File: config.mk
export PLATFORM = sky130hd
export DESIGN_NAME = cmdblk_mailbox
export DESIGN_NICKNAME = d
export VERILOG_FILES = /design/src/rtl/cbm_pkg.sv /design/src/rtl/cbm_submit.sv /design/src/rtl/cbm_retire.sv /design/src/rtl/cbm_resetseq.sv /design/src/rtl/cmdblk_mailbox.sv
export SDC_FILE = /design/constraint.sdc
export NUM_CORES = 1
export LEC_CHECK = 0
export ABC_AREA = 1
export BUFFER_PORTS_ARGS = -buffer_cell sky130_fd_sc_hd__buf_2
export CAP_MARGIN = 0
export CORE_MARGIN = 2
export CORE_UTILIZATION = 55
export DETAILED_ROUTE_END_ITERATION = 16
export GPL_ROUTABILITY_DRIVEN = 0
export GPL_TIMING_DRIVEN = 1
export PLACE_DENSITY = 0.78
export RECOVER_POWER = 50
export SLEW_MARGIN = 5
export SYNTH_ARGS = -nofsm -noshare
export SYNTH_HDL_FRONTEND = slang
export SYNTH_HIERARCHICAL = 1
export SYNTH_SLANG_ARGS = --single-unit
export TNS_END_PERCENT = 10
File: constraint.sdc
create_clock -name clk -period 3.4 [get_ports clk]
set_input_delay 0.68 -clock clk [delete_from_list [all_inputs] [get_ports clk]]
set_output_delay 0.68 -clock clk [all_outputs]
set_load 0.1 [all_outputs]
File: src/rtl/cbm_pkg.sv
package cbm_pkg;

    localparam logic [3:0] OFS_AMOD = 4'd9;
    localparam logic [3:0] OFS_CSR  = 4'd11;
    localparam logic [3:0] OFS_FERR = 4'd13;

    localparam int B_BUSY  = 7;
    localparam int B_FATAL = 6;
    localparam int B_MAINT = 5;
    localparam int B_SRST  = 3;
    localparam int B_ADD   = 2;
    localparam int B_REM   = 1;
    localparam int B_SEM   = 0;

    localparam logic [7:0] AMOD_A24 = 8'h3d;
    localparam logic [7:0] AMOD_A32 = 8'h0d;

    typedef struct packed {
        logic busy;
        logic fatal;
        logic maint;
        logic rsvd;
        logic srst;
        logic add;
        logic rem;
        logic sem;
    } csr_view_t;

    function automatic logic [3:0] byte_ofs(input int lane);
        return 4'(2 * lane + 1);
    endfunction

    function automatic logic [31:0] bus_addr(input logic [31:0] a, input logic [7:0] m);
        return (m == AMOD_A24) ? {8'h00, a[23:0]} : a;
    endfunction

endpackage

File: src/rtl/cbm_submit.sv
module cbm_submit
    import cbm_pkg::*;
(
    input  logic        clk,
    input  logic        rst,
    input  logic        soft_clr,
    input  logic        add_req,
    input  logic        full,
    input  logic [31:0] addr_in,
    input  logic [7:0]  amod_in,
    input  logic        cmd_ready,
    output logic        pend,
    output logic        accept,
    output logic [31:0] cmd_addr,
    output logic [7:0]  cmd_amod
);
    logic [31:0] addr_q;
    logic [7:0]  amod_q;

    assign accept   = pend && cmd_ready;
    assign cmd_addr = bus_addr(addr_q, amod_q);
    assign cmd_amod = amod_q;

    always_ff @(posedge clk) begin
        if (rst || soft_clr) begin
            pend   <= 1'b0;
            addr_q <= '0;
            amod_q <= AMOD_A24;
        end else if (accept) begin
            pend <= 1'b0;
        end else if (add_req && !pend && !full) begin
            pend   <= 1'b1;
            addr_q <= addr_in;
            amod_q <= amod_in;
        end
    end
endmodule

File: src/rtl/cbm_retire.sv
module cbm_retire (
    input  logic        clk,
    input  logic        rst,
    input  logic        soft_clr,
    input  logic        block,
    input  logic        clr_req,
    input  logic        cpl_valid,
    input  logic [31:0] cpl_addr,
    output logic        cpl_ready,
    output logic        taken,
    output logic        rem,
    output logic        load_en,
    output logic [31:0] load_val
);
    logic        hold_full;
    logic [31:0] hold_q;
    logic        clr_now;

    assign cpl_ready = !hold_full && !block;
    assign taken     = cpl_valid && cpl_ready;
    assign clr_now   = rem && clr_req;
    assign load_en   = !soft_clr && ((clr_now && (hold_full || taken)) || (!rem && taken));
    assign load_val  = (clr_now && hold_full) ? hold_q : cpl_addr;

    always_ff @(posedge clk) begin
        if (rst || soft_clr) begin
            rem       <= 1'b0;
            hold_full <= 1'b0;
            hold_q    <= '0;
        end else if (clr_now) begin
            if (hold_full)  hold_full <= 1'b0;
            else if (!taken) rem      <= 1'b0;
        end else if (!rem) begin
            if (taken) rem <= 1'b1;
        end else if (taken) begin
            hold_q    <= cpl_addr;
            hold_full <= 1'b1;
        end
    end
endmodule

File: src/rtl/cbm_resetseq.sv
module cbm_resetseq #(
    parameter int RST_CYCLES = 8
) (
    input  logic clk,
    input  logic rst,
    input  logic start,
    output logic active
);
    localparam int TW = $clog2(RST_CYCLES + 1);
    logic [TW-1:0] timer_q;

    assign active = (timer_q != '0);

    always_ff @(posedge clk) begin
        if (rst)          timer_q <= '0;
        else if (start)   timer_q <= TW'(RST_CYCLES);
        else if (active)  timer_q <= timer_q - 1'b1;
    end
endmodule

File: src/rtl/cmdblk_mailbox.sv
module cmdblk_mailbox
    import cbm_pkg::*;
#(
    parameter int MAX_OUT    = 31,
    parameter int RST_CYCLES = 8
) (
    input  logic        clk,
    input  logic        rst,
    input  logic [3:0]  reg_addr,
    input  logic        reg_wr,
    input  logic        reg_rd,
    input  logic [7:0]  reg_wdata,
    output logic [7:0]  reg_rdata,
    output logic        cmd_valid,
    input  logic        cmd_ready,
    output logic [31:0] cmd_addr,
    output logic [7:0]  cmd_amod,
    input  logic        cpl_valid,
    output logic        cpl_ready,
    input  logic [31:0] cpl_addr,
    input  logic        fault_valid,
    input  logic [7:0]  fault_code,
    output logic        irq
);
    localparam int CW = $clog2(MAX_OUT + 1);

    logic [3:0][7:0] addr_q;
    logic [7:0]      amod_q;
    logic [7:0]      ferr_q;
    logic            maint_q, sem_q;
    logic [CW-1:0]   cnt_q;

    logic wr_csr, rd_csr, soft_clr, rst_active;
    logic add_req, clr_req, full;
    logic pend, accept, taken, rem, load_en;
    logic [31:0] load_val;
    csr_view_t csr_v;

    assign wr_csr   = reg_wr && (reg_addr == OFS_CSR);
    assign rd_csr   = reg_rd && (reg_addr == OFS_CSR);
    assign soft_clr = wr_csr && reg_wdata[B_SRST];
    assign add_req  = wr_csr && reg_wdata[B_ADD] && !rst_active;
    assign clr_req  = wr_csr && reg_wdata[B_REM];
    assign full     = (cnt_q == CW'(MAX_OUT));

    cbm_resetseq #(.RST_CYCLES(RST_CYCLES)) u_rseq (
        .clk(clk), .rst(rst), .start(soft_clr), .active(rst_active)
    );

    cbm_submit u_sub (
        .clk(clk), .rst(rst), .soft_clr(soft_clr), .add_req(add_req), .full(full),
        .addr_in(addr_q), .amod_in(amod_q), .cmd_ready(cmd_ready),
        .pend(pend), .accept(accept), .cmd_addr(cmd_addr), .cmd_amod(cmd_amod)
    );

    cbm_retire u_ret (
        .clk(clk), .rst(rst), .soft_clr(soft_clr), .block(rst_active), .clr_req(clr_req),
        .cpl_valid(cpl_valid), .cpl_addr(cpl_addr), .cpl_ready(cpl_ready), .taken(taken),
        .rem(rem), .load_en(load_en), .load_val(load_val)
    );

    assign cmd_valid = pend;
    assign irq       = rem;

    for (genvar i = 0; i < 4; i++) begin : g_lane
        always_ff @(posedge clk) begin
            if (rst)                                           addr_q[i] <= '0;
            else if (load_en)                                  addr_q[i] <= load_val[8*i +: 8];
            else if (reg_wr && (reg_addr == byte_ofs(i)))      addr_q[i] <= reg_wdata;
        end
    end

    always_ff @(posedge clk) begin
        if (rst) begin
            amod_q  <= AMOD_A24;
            maint_q <= 1'b0;
            sem_q   <= 1'b0;
        end else begin
            if (reg_wr && (reg_addr == OFS_AMOD)) amod_q <= reg_wdata;
            if (wr_csr) begin
                maint_q <= reg_wdata[B_MAINT];
                sem_q   <= reg_wdata[B_SEM];
            end else if (rd_csr) begin
                sem_q <= 1'b1;
            end
        end
    end

    always_ff @(posedge clk) begin
        if (rst || soft_clr)                  ferr_q <= '0;
        else if (fault_valid && ferr_q == '0) ferr_q <= fault_code;
    end

    always_ff @(posedge clk) begin
        if (rst || soft_clr) begin
            cnt_q <= '0;
        end else begin
            unique case ({accept, taken && (cnt_q != '0)})
                2'b10:   cnt_q <= cnt_q + 1'b1;
                2'b01:   cnt_q <= cnt_q - 1'b1;
                default: cnt_q <= cnt_q;
            endcase
        end
    end

    always_comb begin
        csr_v.busy  = (cnt_q != '0) || pend || rst_active;
        csr_v.fatal = (ferr_q != '0);
        csr_v.maint = maint_q;
        csr_v.rsvd  = 1'b0;
        csr_v.srst  = rst_active;
        csr_v.add   = pend;
        csr_v.rem   = rem;
        csr_v.sem   = sem_q;
        reg_rdata   = 8'h00;
        case (reg_addr)
            4'd1:     reg_rdata = addr_q[0];
            4'd3:     reg_rdata = addr_q[1];
            4'd5:     reg_rdata = addr_q[2];
            4'd7:     reg_rdata = addr_q[3];
            OFS_AMOD: reg_rdata = amod_q;
            OFS_CSR:  reg_rdata = csr_v;
            OFS_FERR: reg_rdata = ferr_q;
            default:  reg_rdata = 8'h00;
        endcase
    end
endmodule

# Word-level counts from Yosys, hierarchy flattened
# Cells that the tools add are included.
# Widths: inputs -> output; s select.
dict set report word_totals {
  register_bits 134
  out_inout_bits 51
}
dict set report op_classes {
  muxes 21
  n_reduce_logical 52
  add_sub_neg 3
  eq_ne 13
  bitwise 2
}
# op n
set ops {}
lappend ops {{$mux 32} 2}
lappend ops {{$mux 8} 8}
lappend ops {{$pmux 8 s7} 1}
lappend ops {{$logic_and 1x1->1} 23}
lappend ops {{$reduce_bool 2->1} 7}
lappend ops {{$eq 4x4->1 const B} 3}
lappend ops {{$pmux 5 s2} 1}
lappend ops {{$eq 4x3->1 const B} 2}
lappend ops {{$eq 8x6->1 const B} 1}
lappend ops {{$logic_not 8->1} 1}
lappend ops {{$mux 4} 2}
lappend ops {{$reduce_bool 8->1} 1}
lappend ops {{$mux 1} 7}
lappend ops {{$logic_not 1->1} 6}
lappend ops {{$reduce_and 2->1} 3}
lappend ops {{$reduce_or 2->1} 3}
lappend ops {{$add 5x1->5 const B} 1}
lappend ops {{$eq 5x5->1 const B} 1}
lappend ops {{$logic_or 1x1->1} 5}
lappend ops {{$reduce_bool 5->1} 1}
lappend ops {{$sub 5x1->5 const B} 1}
lappend ops {{$eq 4x1->1 const B} 1}
lappend ops {{$eq 4x2->1 const B} 1}
lappend ops {{$ne 2x2->1 const B} 2}
lappend ops {{6 further kinds} 7}

# Depth between registers and ports, before layout
dict set report depth {
  ltp_word 9
  depth_mapped 21
}

# Cells and area by module
# The synthesis kept the hierarchy.
# mod seq_area_each_um2 area_per_inst_um2 n_inst cells_each
set modules_own_cells {}
lappend modules_own_cells {cmdblk_mailbox 1101.1 2967.8 1 467}
lappend modules_own_cells {cbm_submit 820.8 1916.8 1 289}
lappend modules_own_cells {cbm_retire 680.7 1846.8 1 300}
lappend modules_own_cells {cbm_resetseq 80.1 226.5 1 33}

# Worst setup path after synthesis
# Ideal clock, no wire load.
dict set report synth_timing {
  path_type {reg-to-output}
  startpoint {register u_sub.amod_q[1], in the netlist u_sub/cmd_amod[1]}
  endpoint {output cmd_addr[24]}
  t_arrival_ns 2.548
  path_stages_with_launch 5
  setup_slack_ns 0.172
  required_ns 2.720
  n_path_buf 0
  path_cell_list {dfxtp_1 > inv_1 > nand4_1 > nor2_1 > nor2_1}
}
dict set report synth_between {
  elab_chain_len 2
}
# item line
set synth_lines {}
lappend synth_lines {{start: declaration} cbm_submit.sv:18} ;# logic [7:0] amod_q;
lappend synth_lines {{start signal: assignment} cbm_submit.sv:34} ;# amod_q <= amod_in;
lappend synth_lines {{$eq 8x6->1} cbm_pkg.sv:34} ;# return (m == AMOD_A24) ? {8'h00, a[23:0]} : a;
lappend synth_lines {{$mux 32} cbm_pkg.sv:34}
lappend synth_lines {{end: declaration} cmdblk_mailbox.sv:16} ;# output logic [31:0] cmd_addr,
# Every way passes these cells.

# Worst setup path in the final report
dict set report layout_timing {
  startpoint {register u_rseq.timer_q[1]}
  endpoint {output cpl_ready}
}
dict set report layout_between {
  elab_chain_len 3
}
# item line
set layout_lines {}
lappend layout_lines {{start: declaration} cbm_resetseq.sv:10} ;# logic [TW-1:0] timer_q;
lappend layout_lines {{start signal: assignment} cbm_resetseq.sv:16} ;# else if (start) timer_q <= TW'(RST_CYCLES);
lappend layout_lines {{start signal: assignment} cbm_resetseq.sv:17} ;# else if (active) timer_q <= timer_q - 1'b1;
lappend layout_lines {{$reduce_bool 4->1} cbm_resetseq.sv:12} ;# assign active = (timer_q != '0);
lappend layout_lines {{net rst_active} cmdblk_mailbox.sv:33} ;# logic wr_csr, rd_csr, soft_clr, rst_active;
lappend layout_lines {{$logic_not 1->1} cbm_retire.sv:19} ;# assign cpl_ready = !hold_full && !block;
lappend layout_lines {{$logic_and 1x1->1} cbm_retire.sv:19}
lappend layout_lines {{end: declaration} cmdblk_mailbox.sv:19} ;# output logic cpl_ready,
# The timed path passes the listed nets, and every way through them passes these cells.

==> flow_summary_export.csv <==
group,metric,value,unit
drt,routed_via_density,5.14,
cts,ctsHtreeMaxLevel,4,
timing,timing.clock.skew,0.00582,ns
grt,first_global_vias,6006,
run,timing.max_cap.violations,0,
grt,grt_first_pass_wirelength,29300,µm
place,placement.io_buffers,109,
critical_path,timing_worst_setup_path_type,"reg -> out",
grt,grt_antenna_before_repair,0,
cts,clock_tree.buffer_depth,2,
critical_path,cp.required,2.72,ns
timing,finalHoldViolations,0,
cells_and_area,nets,1221,
drt,via_count,6898,
yosys,ys.warnings.count,6,
critical_path,worst-path-max-fanout,33,
drt,drt_drc_violations_left,0,
cts,cts_tree,"done",
critical_path,r2r_cells,19,
timing,layout_setup_ws,0.497,ns
worst_hold_path,holdPathStages,2,
drt,initialDrtViolationCount,739,
cells_and_area,area_growth_syn_to_layout,14.7,%
drt,final_antenna_net_count,0,
cells_and_area,drive_gt1_share,12.2,%
cts,post_cts_resize_count,0,
cells_and_area,count_of_inserted_antenna_diode_cells,0,
worst_hold_path,min-delay-start,"sem_q",
yosys,yosys_register_bits,134,
worst_hold_path,whs_endpoint,"sem_q",
timing,worst_hold_margin,0.464,ns
timing,finalCritPeriodShare,85.4,%
cells_and_area,layout.core_utilization,64.0,%
pwr,leakagePower,4.08,nW
floorplanning,die_h,116,µm
timing,worstMarginPinSlew,1.23,ns
timing,worst_slew_margin_rel,18.2,%
grt,grt_max_degree,67,
place,placement.setup.worst_slack,0.561,ns
floorplanning,floorplan.initialDensity,55.8,%
yosys,synth.net_count,1154,
worst_hold_path,timing.hold.worst.class,"reg -> reg",
cts,clk_latency,0.42,ns
place,placed_cells_incl_taps,1309,
pwr,power_density,699,nW/µm²
yosys,synth_area_leaders,"dfxtp_1 (39%), nand2_1 (15%), nor2_1 (12%)",
critical_path,timing.reg2reg.setup_slack,0.80,ns
critical_path,cp-start-kind,"register",
yosys,mappedNetlistArea,6960,µm²
cts,post_cts_hold_buffer_count,0,
place,dpl.hpwl,12900,µm
floorplanning,chipWidth,116,µm
cts,cts_setup_buffers,0,
yosys,synth.avg_cell_area,6.39,µm²
yosys,post_synth_inst_count,1089,
cts,clock_sink_total,134,
place,cell_area_after_placement,7380,µm²
floorplanning,boundaryPins,110,
timing,finalCriticalPeriod,2.90,ns
floorplanning,placementRows,41,
yosys,netlist-cell-type-count,32,
timing,setup_tns,0,ns
timing,rsz0062_at_grt,"no",
drt,wl,18500,µm
yosys,post-synth-top-area-cell,"dfxtp_1",
critical_path,regToRegStartpoint,"u_rseq/timer_q[1]",
critical_path,critPathLaunch,"u_rseq/timer_q[1]",
cts,tritoncts.num_buffers,17,
cells_and_area,fillCellCount,1180,
outcome,run_status,"finished clean",
yosys,yosysSeqAreaShare,38.6,%
cells_and_area,layout.cells.non_filler,1341,
pwr,vdd_drop_max,0.000518,V
floorplanning,core_region_area,12500,µm²
timing,timing.final.max_slew_violations,0,
cts,clock_root_cell,"clkbuf_16",
yosys,synth_top_area_share,38.6,%
drt,detailedRoute.firstPassIterationCount,5,
critical_path,setup.worst_path.end_class,"output port",
timing,setup_viol,0,
cts,clk_transition_reported_paths,0.06,ns
timing,timing.fmax,0.344,GHz
cells_and_area,fin_area,7980,µm²
critical_path,critical_path.reg2reg.endpoint,"cnt_q[4]",
grt,groute.usage.overall,27.8,%
pwr,report.power.total,5.58,mW
drt,route.detailed.wl_per_inst,13.8,µm
grt,grt_overflow,0,
critical_path,critical_path_arrival,2.22,ns
floorplanning,die_area,13600,µm²
[metal layers]
metal | GRT usage, % | routed length [µm] | up-vias
met5 | 0 | 0 | -
met4 | 12.2 | 488 | 0
met3 | 5.29 | 1500 | 37
met2 | 42.8 | 8190 | 289
met1 | 38.1 | 8320 | 3068
li1 | - | - | 3504
[cells in the final DEF, fill, tap and decap left out, types with 9 or more instances in the layout]
cell type / netlist / routed
a21oi_1: 80 / 79
clkbuf_1: 14 / 37
a22oi_1: 10 / 10
nor2_1: 231 / 231
nand3_1: 37 / 36
nand2_1: 278 / 279
clkbuf_16: 0 / 17
inv_1: 129 / 129
inv_2: 9 / 9
dfxtp_1: 134 / 134
buf_2: 22 / 73
nand4_1: 41 / 41
o21ai_0: 30 / 30
[cells by family (layout without fill, tap and decap cells)]
kind of cell	after synthesis	in the layout	share of synthesized area (%)
buffers and inverters	209	289	13.8
adders and majority gates	6	6	1.08
xor gates and xnor gates	3	3	0.378
and+or+nand+nor	610	610	36.4
DFF	134	134	38.6
AOI/OAI and AO/OA	127	127	9.85
[sequential cells by signal, indices dropped and copies added, names as in the netlist]
name	flops
ferr_q	8
u_ret/hold_full	1
u_rseq/timer_q	4
u_ret/hold_q	32
u_sub/pend	1
u_sub/addr_q	32
u_ret/rem	1
cnt_q	5
addr_q	32
u_sub/cmd_amod	8
maint_q	1
amod_q	8
sem_q	1
[Yosys cell counts]
cell,number
ha_1,6
xor2_1,2
nand2_2,8
inv_1,129
nand3_2,1
inv_2,9
a21oi_2,1
nor2_1,231
o21ai_0,30
nand3_1,37
nand3b_1,1
nor2_4,5
o21bai_1,1
buf_1,2
buf_4,27
o21ai_4,1
nand4_1,41
buf_6,6
buf_2,22
nor3_1,4
a22oi_1,10
or2_2,1
xnor2_1,1
a21oi_1,80
clkbuf_1,14
nand2_1,278
dfxtp_1,134
nand2_4,1
o211ai_1,2
nor2_2,1
o22ai_1,2
nor3_2,1
[where the power goes]
group          switching (mW)  internal, mW  leakage [nW]
clock network           0.727          1.38         0.320
logic                    1.11         0.390          2.67
registers               0.189          1.78          1.09
[critical path: stages, from the launching register on]
cell,delay [ns]
dfxtp_1,0.30
inv_1,0.14
ha_1,0.22
nand2_2,0.15
nor2_4,0.13
buf_4,0.34
buf_2,0.50
[area by class of cell]
cell class | instances | area, µm² | share of cell area (%)
Timing Repair Buffer | 119 | 579 | 7.26
Inverter | 138 | 518 | 6.49
Sequential cell | 134 | 2680 | 33.6
Multi-Input combinational cell | 746 | 3310 | 41.4
Tap cell | 172 | 215 | 2.70
Clock inverter | 15 | 251 | 3.15
Clock buffer | 17 | 425 | 5.33
[worst max-delay path by stage]
stage,end,slack (ns),cells past startpoint
finish,cpl_ready,0.50,6
global route,addr_q[8],0.24,15
global placement,addr_q[25],0.61,16
floorplan,cmd_addr[24],0.17,4
CTS,cpl_ready,0.50,6
detailed placement,addr_q[26],0.56,16
No activity file was read; power rests on OpenSTA's default activity.
